===== src/rtl/usb_ctrl_pkg.sv =====
package usb_ctrl_pkg;
  localparam int unsigned BIT_EN     = 0;
  localparam int unsigned BIT_ACT    = 1;
  localparam int unsigned BIT_RMASK  = 2;
  localparam int unsigned BIT_RES    = 3;
  localparam int unsigned BIT_SUS    = 4;
  localparam int unsigned BIT_SRMASK = 5;
  localparam int unsigned BIT_RST    = 6;
  localparam int unsigned BIT_RSTMSK = 7;
  localparam int unsigned USED_BITS  = 8;

  localparam int unsigned NUM_FLAGS  = 3;
  localparam int unsigned FLG_RES    = 0;
  localparam int unsigned FLG_SUS    = 1;
  localparam int unsigned FLG_RST    = 2;

  typedef struct packed {
    logic rst_mask;
    logic sr_mask;
    logic res_mask;
    logic enable;
  } ctrl_t;

  localparam ctrl_t CTRL_RESET = '{rst_mask: 1'b1, sr_mask: 1'b1, res_mask: 1'b0, enable: 1'b0};
endpackage


===== src/rtl/usb_evt_flag.sv =====
module usb_evt_flag #(
  parameter bit KEEP_ON_BUS_RESET = 1'b0
) (
  input  logic clk_i,
  input  logic rst_ni,
  input  logic set_i,
  input  logic clr_i,
  input  logic bus_rst_i,
  output logic q_o
);
  logic q_d;

  generate
    if (KEEP_ON_BUS_RESET) begin : g_keep
      always_comb begin
        q_d = q_o;
        if (set_i)      q_d = 1'b1;
        else if (clr_i) q_d = 1'b0;
      end
    end else begin : g_clear
      // bus reset beats both a set and a clear
      always_comb begin
        q_d = q_o;
        if (bus_rst_i)  q_d = 1'b0;
        else if (set_i) q_d = 1'b1;
        else if (clr_i) q_d = 1'b0;
      end
    end
  endgenerate

  always_ff @(posedge clk_i or negedge rst_ni) begin
    if (!rst_ni) q_o <= 1'b0;
    else         q_o <= q_d;
  end
endmodule


===== src/rtl/usb_ctrl_fields.sv =====
module usb_ctrl_fields
  import usb_ctrl_pkg::*;
#(
  parameter int unsigned DATA_W = 32
) (
  input  logic              clk_i,
  input  logic              rst_ni,
  input  logic              wr_en_i,
  input  logic [DATA_W-1:0] wr_data_i,
  input  logic              bus_rst_i,
  output ctrl_t             ctrl_o
);
  ctrl_t ctrl_d;
  ctrl_t wr_val;

  always_comb begin
    wr_val.enable   = wr_data_i[BIT_EN];
    wr_val.res_mask = wr_data_i[BIT_RMASK];
    wr_val.sr_mask  = wr_data_i[BIT_SRMASK];
    wr_val.rst_mask = wr_data_i[BIT_RSTMSK];
  end

  always_comb begin
    ctrl_d = ctrl_o;
    if (bus_rst_i)    ctrl_d = CTRL_RESET;
    else if (wr_en_i) ctrl_d = wr_val;
  end

  always_ff @(posedge clk_i or negedge rst_ni) begin
    if (!rst_ni) ctrl_o <= CTRL_RESET;
    else         ctrl_o <= ctrl_d;
  end

  logic unused_wr_bits;
  assign unused_wr_bits = ^{wr_data_i[DATA_W-1:BIT_RSTMSK+1], wr_data_i[BIT_RST],
                            wr_data_i[BIT_SUS:BIT_RES], wr_data_i[BIT_ACT]};
endmodule


===== src/rtl/usb_irq_gen.sv =====
module usb_irq_gen
  import usb_ctrl_pkg::*;
(
  input  logic [NUM_FLAGS-1:0] flags_i,
  input  ctrl_t                ctrl_i,
  output logic                 irq_o
);
  logic rst_req, sr_req;

  always_comb begin
    rst_req = flags_i[FLG_RST] & ~ctrl_i.rst_mask;
    sr_req  = (flags_i[FLG_SUS] | flags_i[FLG_RES]) & ~ctrl_i.sr_mask;
    irq_o   = rst_req | sr_req;
  end
endmodule


===== src/rtl/usb_dev_ctrl_reg.sv =====
module usb_dev_ctrl_reg
  import usb_ctrl_pkg::*;
#(
  parameter int unsigned DATA_W = 32
) (
  input  logic              clk_i,
  input  logic              rst_ni,
  input  logic              wr_en_i,
  input  logic [DATA_W-1:0] wr_data_i,
  output logic [DATA_W-1:0] rd_data_o,
  input  logic              active_i,
  input  logic              bus_reset_i,
  input  logic              suspend_i,
  input  logic              resume_i,
  output logic              enable_o,
  output logic              irq_o
);
  localparam logic [NUM_FLAGS-1:0] KEEP_MASK = NUM_FLAGS'(1) << FLG_RST;
  localparam int unsigned          RSV_W     = DATA_W - USED_BITS;

  ctrl_t                ctrl_q;
  logic [NUM_FLAGS-1:0] flag_q;
  logic [NUM_FLAGS-1:0] flag_set;
  logic [NUM_FLAGS-1:0] flag_clr;

  always_comb begin
    flag_set          = '0;
    flag_set[FLG_RES] = resume_i;
    flag_set[FLG_SUS] = suspend_i;
    flag_set[FLG_RST] = bus_reset_i;
    flag_clr          = '0;
    flag_clr[FLG_RES] = wr_en_i & wr_data_i[BIT_RES];
    flag_clr[FLG_SUS] = wr_en_i & wr_data_i[BIT_SUS];
    flag_clr[FLG_RST] = wr_en_i & wr_data_i[BIT_RST];
  end

  for (genvar i = 0; i < NUM_FLAGS; i++) begin : g_flag
    usb_evt_flag #(.KEEP_ON_BUS_RESET(KEEP_MASK[i])) u_flag (
      .clk_i    (clk_i),
      .rst_ni   (rst_ni),
      .set_i    (flag_set[i]),
      .clr_i    (flag_clr[i]),
      .bus_rst_i(bus_reset_i),
      .q_o      (flag_q[i])
    );
  end

  usb_ctrl_fields #(.DATA_W(DATA_W)) u_ctrl (
    .clk_i    (clk_i),
    .rst_ni   (rst_ni),
    .wr_en_i  (wr_en_i),
    .wr_data_i(wr_data_i),
    .bus_rst_i(bus_reset_i),
    .ctrl_o   (ctrl_q)
  );

  usb_irq_gen u_irq (
    .flags_i(flag_q),
    .ctrl_i (ctrl_q),
    .irq_o  (irq_o)
  );

  always_comb begin
    rd_data_o             = '0;
    rd_data_o[BIT_EN]     = ctrl_q.enable;
    rd_data_o[BIT_ACT]    = active_i;
    rd_data_o[BIT_RMASK]  = ctrl_q.res_mask;
    rd_data_o[BIT_RES]    = flag_q[FLG_RES];
    rd_data_o[BIT_SUS]    = flag_q[FLG_SUS];
    rd_data_o[BIT_SRMASK] = ctrl_q.sr_mask;
    rd_data_o[BIT_RST]    = flag_q[FLG_RST];
    rd_data_o[BIT_RSTMSK] = ctrl_q.rst_mask;
  end

  assign enable_o = ctrl_q.enable;

  logic [RSV_W-1:0] unused_rsv;
  assign unused_rsv = wr_data_i[DATA_W-1:USED_BITS];
endmodule


===== config.mk =====
export PLATFORM = sky130hd
export DESIGN_NAME = usb_dev_ctrl_reg
export DESIGN_NICKNAME = d
export VERILOG_FILES = /design/src/rtl/usb_ctrl_pkg.sv /design/src/rtl/usb_evt_flag.sv /design/src/rtl/usb_ctrl_fields.sv /design/src/rtl/usb_irq_gen.sv /design/src/rtl/usb_dev_ctrl_reg.sv
export SDC_FILE = /design/constraint.sdc
export NUM_CORES = 1
export LEC_CHECK = 0
export CORE_MARGIN = 3
export CORE_UTILIZATION = 26
export DETAILED_ROUTE_END_ITERATION = 7
export HOLD_SLACK_MARGIN = 0.05
export PLACE_DENSITY = 0.86
export SYNTH_ARGS = -nofsm -noshare
export SYNTH_HDL_FRONTEND = slang
export SYNTH_SLANG_ARGS = --single-unit

===== constraint.sdc =====
create_clock -name clk_i -period 2.45 [get_ports clk_i]
set_clock_uncertainty 0.2 [all_clocks]
set_input_delay 0.6125 -clock clk_i [delete_from_list [all_inputs] [get_ports clk_i]]
set_output_delay 0.6125 -clock clk_i [all_outputs]
set_load 0.005 [all_outputs]

# Word level (Yosys, flattened, before mapping)
# Index checks and enable logic that the tools add are counted.
op_classes:
  mux: 10
  bitwise: 9
  n_reduce_logical: 4
ops:
  columns: ["op", "count"]
  rows:
  - ["$mux W1", 8]
  - ["$mux W4", 2]
  - ["$reduce_bool A3 Y1", 2]
  - ["$and A1 B1 Y1", 5]
  - ["$reduce_bool A2 Y1", 2]
  - ["$not A1 Y1", 2]
  - ["$or A1 B1 Y1", 2]
totals:
  reg_bits: 7
  in_bits: 39
  word_cells: 30

# Logic depth before layout (Yosys ltp)
# Gate-level depths: netlist (run 1).
depth:
  ltp_word: 4
  mapped_depth: 3
  depth_no_buf: 2

# Hierarchy
# Synthesis (run 1) repeated with hierarchy kept, for this count alone.
unflattened:
  hier_cells: 56
  hier_area_um2: 515.5
modules_own_cells:
  columns: ["mod", "n_inst", "cells_per_inst", "area_each_um2"]
  rows:
  - ["usb_dev_ctrl_reg", 1, 30, 217.7]
  - ["usb_ctrl_fields", 1, 12, 160.2]
  - ["usb_evt_flag (g_flag[0].u_flag ...)", 2, 4, 43.8]
  - ["usb_evt_flag (g_flag[2].u_flag)", 1, 3, 36.3]
  - ["usb_irq_gen", 1, 3, 13.8]

# Worst setup path after synthesis (run 1)
# Ideal clock, no wire load.
synth_timing:
  kind: "input port to output port"
  startpoint: "in active_i"
  endpoint: "out rd_data_o[1]"
  t_arrival_ns: 0.723
  required_time_ns: 1.637
  slack_ns: 0.914
  stages: 1
  path_buffers: 1
  path_cell_list: "buf_4"
synth_lines:
  columns: ["item", "line", "source"]
  rows:
  - ["start, declared", "usb_dev_ctrl_reg.sv:11", "input logic active_i,"]
  - ["end, declared", "usb_dev_ctrl_reg.sv:10", "output logic [DATA_W-1:0] rd_data_o,"]
# No word-level cell between the ends.

# Worst setup path in the final report (run 1)
layout_timing:
  startpoint: "reg g_flag[2].u_flag.q_o"
  endpoint: "out irq_o"
layout_between:
  elab_chain_cells: 2
layout_lines:
  columns: ["item", "line", "source"]
  rows:
  - ["start, declared", "usb_evt_flag.sv:9", "output logic q_o"]
  - ["start signal, assigned", "usb_evt_flag.sv:33", "else q_o <= q_d;"]
  - ["$and A1 B1 Y1", "usb_irq_gen.sv:11", "rst_req = flags_i[FLG_RST] & ~ctrl_i.rst_mask;"]
  - ["$or A1 B1 Y1", "usb_irq_gen.sv:13", "irq_o = rst_req | sr_req;"]
  - ["end, declared", "usb_dev_ctrl_reg.sv:16", "output logic irq_o"]
# Every way passes these cells.

==> results.md, run 1 <==
- Outcome: finished clean
- Top Layer Used: met3
- Hold buffers post-CTS: 0
- Core area: 1820 sq um
- Io pins: 73
- Full die area: 2600 sq um
- Mapped cell area: ~530 sq um
- Hold WC Path Type: reg -> reg
- Startpoint Class: flop
- Via count: 342
- WP data required: 1.64 ns
- WL final: 942 microns
- Leading cell type in the layout, fill and taps excluded: conb_1
- Critical Path Slowest Stage Cell: clkdlybuf4s50_1
- TritonCTS clock tree: built
- Post-cts repair resize count: 0
- Antenna violations before repair: 0
- Vias in the first global route: 316
- Layout Nets: roughly 120
- WP buf/inv: 2
- WHS: ~0.32 ns
- Setup TNS: 0 ns
- Drt initial violations: 2
- GR Util All Layers: 0.0685
- Family with the most delay on the worst path: buffers and inverters
- DRT met1 WL: between 300 and 400 microns
- Final setup fails: 0
- Antenna Nets Post-Route: 0
- CP Class: reg -> out
- Die W: 51.0 microns
- Post-CTS Setup Repair Bufs: 0
- Port bufs: 21
- DR pass1 iterations: 3
- Critical Path AT: 1.33 ns
- Root Buffer Master: clkbuf_4
- Hold Violations, Final: 0
- Total grt overflow: 0
- Fmax: 466 MHz
- Most frequent cells in the layout: conb_1 (24), clkdlybuf4s50_1 (21), nor2_1 (5), dfrtp_1 (5)
- CP max FO: 3
- GP Congestion: 0.741
- Static leakage: roughly 0.32 nW
- Critical path's largest stage delay: approximately 0.52 ns
- H-tree depth: 1
- Layout cells sized above 1: 0.0667
- Slew Limit Fails: 0
- Yosys warnings: 0
- Post-Synthesis Cells: 57
- Wire length on met2: 503 microns
- Cell Chain, Critical Path: inv_1 > o22ai_1 > clkdlybuf4s50_1
- # DRC: 0
- First-pass GRT wire length: 1.29 mm
- MaxCap Viol Count: 0
- # fillers: 212
- WL per Instance: about 9.4 microns
- Dpl hpwl: approximately 830 microns
- Critical path endpoint category: output pin
- Met3 WL: around 120 microns
- Vias per cell: 3.42
- Ant. Diodes: 0
- Row count: 15
- Pwr Density: 469 nW/um^2
- Largest net degree at the start of global routing: 10
- CTS Sinks: 7
- Starting Density: 0.289
- Die height: 51.0 microns
- VDD IR max: 0.000153 V
- #FFs+latches synth: 7
- Total CTS buffers: 3
- Final period util: 0.876
- RSZ-0062 raised after global routing: false
- Skew-Pair Late Insertion Delay: 0.24 ns
- Seq/Total Area, Yosys: 0.338
- Clock-pin transition on the worst setup and hold timing paths: roughly 0.05 ns
- Fin crit period: 2.15 ns
- Area growth syn-to-layout: 23.8%
- Deepest clock path buffer count: 2
- Syn Area/Cell: 9.22 sq um
- Distinct cells, synth: 14
sequential cells by signal, summed over array words and instances (netlist names):
register,flops
u_ctrl.ctrl_o,4
g_flag.u_flag.q_o,3
final timing paths:
| check | from | endpoint | slack [ns] | cells after the start |
|---|---|---|---|---|
| min | g_flag[2].u_flag.q_o$_DFFE_PN0P_ | g_flag[2].u_flag.q_o$_DFFE_PN0P_ | 0.32 | 1 |
| max in group asynchronous | rst_ni | u_ctrl.ctrl_o[3]$_DFFE_PN1P_ | 1.32 | 1 |
| max reg2reg | u_ctrl.ctrl_o[3]$_DFFE_PN1P_ | u_ctrl.ctrl_o[3]$_DFFE_PN1P_ | 1.41 | 2 |
| min reg2reg | g_flag[2].u_flag.q_o$_DFFE_PN0P_ | g_flag[2].u_flag.q_o$_DFFE_PN0P_ | 0.32 | 1 |
| min in group asynchronous | rst_ni | g_flag[2].u_flag.q_o$_DFFE_PN0P_ | 0.43 | 1 |
| max | g_flag[2].u_flag.q_o$_DFFE_PN0P_ | irq_o | 0.30 | 3 |
through the flow:
step                power (W)  area [sq um]   util  worst slack [ns]  cells
detailed placement   0.000203           624  0.343             0.497     96
global route         0.000328           651  0.357             0.220    100
floorplan            0.000192           612      -             0.914     80
CTS                  0.000311           651  0.357             0.293    100
finish               0.000305           651  0.357             0.304    100
global placement     0.000200           624  0.343             0.533     96
power by group:
group / internal [W] / switching, W
combinational: 0.0000418 / 0.0000279
sequential: 0.000125 / 0.00000561
clock: 0.0000621 / 0.0000424
total: 0.000229 / 0.0000759
cell families after synthesis:
logic type      synth area share
flops                      0.338
mux                       0.0381
simple gates              0.0667
other cells              0.00714
compound gates            0.0929
buf+inv                    0.457
cell type report:
cell class	instances	area [sq um]	share of cell area
sequential	7	178	0.273
timing repair buffer	21	210	0.323
multi-input combinational	40	194	0.298
clock buffer	4	26.3	0.0404
inverter	3	11.3	0.0173
tap	25	31.3	0.0481
Yosys cell counts (all sizes together):
master | count | share of area
inv | 3 | 0.021
nand2 | 1 | 0.0071
nor2b | 2 | 0.024
dfrtp | 5 | 0.24
a311oi | 2 | 0.033
a21o | 1 | 0.014
dfstp | 2 | 0.10
buf | 30 | 0.44
mux2i | 2 | 0.038
conb | 1 | 0.0071
o22ai | 1 | 0.012
nor2 | 5 | 0.036
a211o | 2 | 0.033
per-layer routing:
metal / vias to the layer above / global-route usage
li1: 165 / -
met2: 21 / 0.116
met1: 156 / 0.0658
met5: - / 0
met4: 0 / 0.0404
met3: 0 / 0.0350
Note: power is estimated with default switching activity, not from simulation.
==> inputs of run 2 (changes only) <==
Settings changed: ABC_AREA set to 1, PLACE_DENSITY 0.86 to 0.85.
==> run 2 against run 1 <==
Net effect: power decreased by 0.25%; worst hold slack worse by 0.045 ns; largest power group unchanged; final cell count rose by 12%; first-iteration DRC count unchanged; utilization rose by 0.59 points; clock power hardly changed; sequential cell count did not move; area after synthesis increased by 2.6%; combinational power rose by 2%; die area up 2.3%; sequential share of layout area down 0.72 points.
==> results.md, run 2 <==
- Yosys warnings: 0
- GP Congestion: around 0.71
- DR pass1 iterations: 3
- Leading cell type in the layout, fill and taps excluded: conb_1
- Outcome: finished clean
- GR Util All Layers: 0.0823
- CTS Sinks: 7
- Max reg flops: 4
- # fillers: approximately 220
- Post-cts repair resize count: 0
- Die W: approximately 50 microns
- Skew-Pair Late Insertion Delay: 0.25 ns
- Dominant synthesized flop cell: dfrtp_1
- Vias per cell: about 3.4
- Top reg by flops: u_ctrl.ctrl_o
- Via count: between 300 and 400
- Critical Path Slowest Stage Cell: dfstp_2
- Final period util: 0.889
- Most frequent cell after synthesis: buf_4
- Fin crit period: 2.18 ns
- Antenna violations before repair: 0
- CP Class: reg -> out
- TritonCTS clock tree: built
- Hold WC Path Type: reg -> reg
- Post-Synthesis Cells: 69
- First-pass GRT wire length: 1.59 mm
- Footprint of the multi-input gates: ~220 sq um
- Pwr Density: 455 nW/um^2
- Largest net degree at the start of global routing: 9
- Cell Chain, Critical Path: inv_1 > nand2_1 > o21ai_0 > clkdlybuf4s50_1
- Total CTS buffers: 3
- WL per Instance: 8.81 microns
- Root Buffer Master: clkbuf_4
- MaxCap Viol Count: 0
- Full die area: 2660 sq um
- Number of synthesized flops with an enable pin: 0
- Hold buffers post-CTS: 0
- VDD IR max: 0.000300 V
- Antenna Nets Post-Route: 0
- Post-CTS Setup Repair Bufs: 0
- Layout cells sized above 1: 0.0805
- Core area: 1840 sq um
- Die height: about 52 microns
- Startpoint Class: flop
- Critical path endpoint category: output pin
- Async set-reset flop share out of synthesis: 1.00
- Setup TNS: 0 ns
- Critical path's largest stage delay: 0.53 ns
- Synth top area share: 0.418
- Cell accounting for the most synthesized area: buf_4
- Syn Area/Cell: between 7 and 8 sq um
- Clock-pin transition on the worst setup and hold timing paths: 0.05 ns
- Fmax: 459 MHz
- Dpl hpwl: 879 microns
- H-tree depth: 1
- Deepest clock path buffer count: 2
- Total grt overflow: 0
- Ant. Diodes: 0
- Register Area: about 180 sq um
- WP data required: 1.64 ns
- Io pins: 73
- Port bufs: 21
- Post-synth top cells: buf_4 (30), nand2_1 (18), dfrtp_1 (5), nand3_1 (4), nor2_1 (3)
- Drt initial violations: 2
- Vias in the first global route: 366
- Area growth syn-to-layout: 23.9%
- RSZ-0062 raised after global routing: false
- Starting Density: 0.293
- #FFs+latches synth: 7
- Hold Violations, Final: 0
- # DRC: 0
- Seq/Total Area, Yosys: 0.329
- WL final: approximately 990 microns
- WHS: 0.274 ns
- Slew Limit Fails: 0
- Ranking of synthesized cells by area: buf_4 (42%), dfrtp_1 (23%), nand2_1 (13%)
- Cells after DPL: 108
- Biggest regs: u_ctrl.ctrl_o: 4 flops, g_flag.u_flag.q_o: 3 flops
- Mapped cell area: 539 sq um
- Distinct cells, synth: 12
- CP max FO: 3
- Non-filler cells, final: roughly 110
- Critical Path AT: roughly 1.4 ns
- WP buf/inv: 2
- Final setup fails: 0
- Static leakage: 0.338 nW
- Family with the most delay on the worst path: flip-flops
- Row count: 15
- Layout Nets: 127
- Most frequent cells in the layout: conb_1 (24), clkdlybuf4s50_1 (21), nand2_1 (18)
## run 2: cell count changes after synthesis, sizes merged
cell / delta
o21ai: +1
mux2i: -2
a311oi: -2
a211o: -2
nor2: -1
nand2: +17
nand3: +4
o22ai: -1
a21o: -1
nor2b: -2
inv: -1
a21oi: +2
## run 2: per-layer routing
layer / global-route usage / part of all wire
met4: 0.0131 / 0
met2: 0.144 / 0.55
met1: 0.0838 / 0.34
met5: 0 / 0
met3: 0.0516 / 0.11
## run 2: worst register-to-register path, cell delays in order, from the launching register on
cell     delay (ns)
dfstp_2        0.53
nand2_1        0.05
nand2_1        0.07
## run 2: final timing paths
check	from	endpoint	slack, ns	cells past startpoint
min in group asynchronous	rst_ni	g_flag[1].u_flag.q_o$_DFFE_PN0P_	0.42	1
hold / removal	u_ctrl.ctrl_o[2]$_DFFE_PN1P_	u_ctrl.ctrl_o[2]$_DFFE_PN1P_	0.27	2
setup / recovery	u_ctrl.ctrl_o[3]$_DFFE_PN1P_	irq_o	0.27	4
setup reg to reg	u_ctrl.ctrl_o[3]$_DFFE_PN1P_	u_ctrl.ctrl_o[3]$_DFFE_PN1P_	1.54	2
max in group asynchronous	rst_ni	u_ctrl.ctrl_o[3]$_DFFE_PN1P_	1.34	1
hold reg to reg	u_ctrl.ctrl_o[2]$_DFFE_PN1P_	u_ctrl.ctrl_o[2]$_DFFE_PN1P_	0.27	2
## run 2: metrics by stage
stage	worst slack [ns]	total power [W]	area, sq um	utilization
final	0.271	0.000304	668	0.363
after global routing	0.181	0.000327	668	0.363
after CTS	0.249	0.000311	668	0.363
after detailed placement	0.521	0.000204	642	0.349
after global placement	0.531	0.000203	642	0.349
after floorplan	0.914	0.000192	626	-
## run 2: final cells by class
type | instances | share of cell area
sequential | 7 | 0.266
multi-input combinational | 53 | 0.322
timing repair buffer | 21 | 0.315
tap | 25 | 0.0468
clock buffer | 4 | 0.0393
inverter | 2 | 0.0112
## run 2: kinds of logic (layout without fill, tap and decap cells)
kind of cell	count (synthesis)	after routing	share of synthesized area
AOI/OAI and AO/OA	3	3	0.0278
buffers and inverters	32	27	0.432
and+or+nand+nor	26	26	0.204
other	1	24	0.00695
DFF	7	7	0.329
## run 2: power breakdown
group / internal (W) / switching [W] / total (W)
Sequential: 0.000125 / 0.00000542 / 0.000131
Clock: 0.0000620 / 0.0000402 / 0.000102
Combinational: 0.0000402 / 0.0000311 / 0.0000713
Total: 0.000228 / 0.0000767 / 0.000304
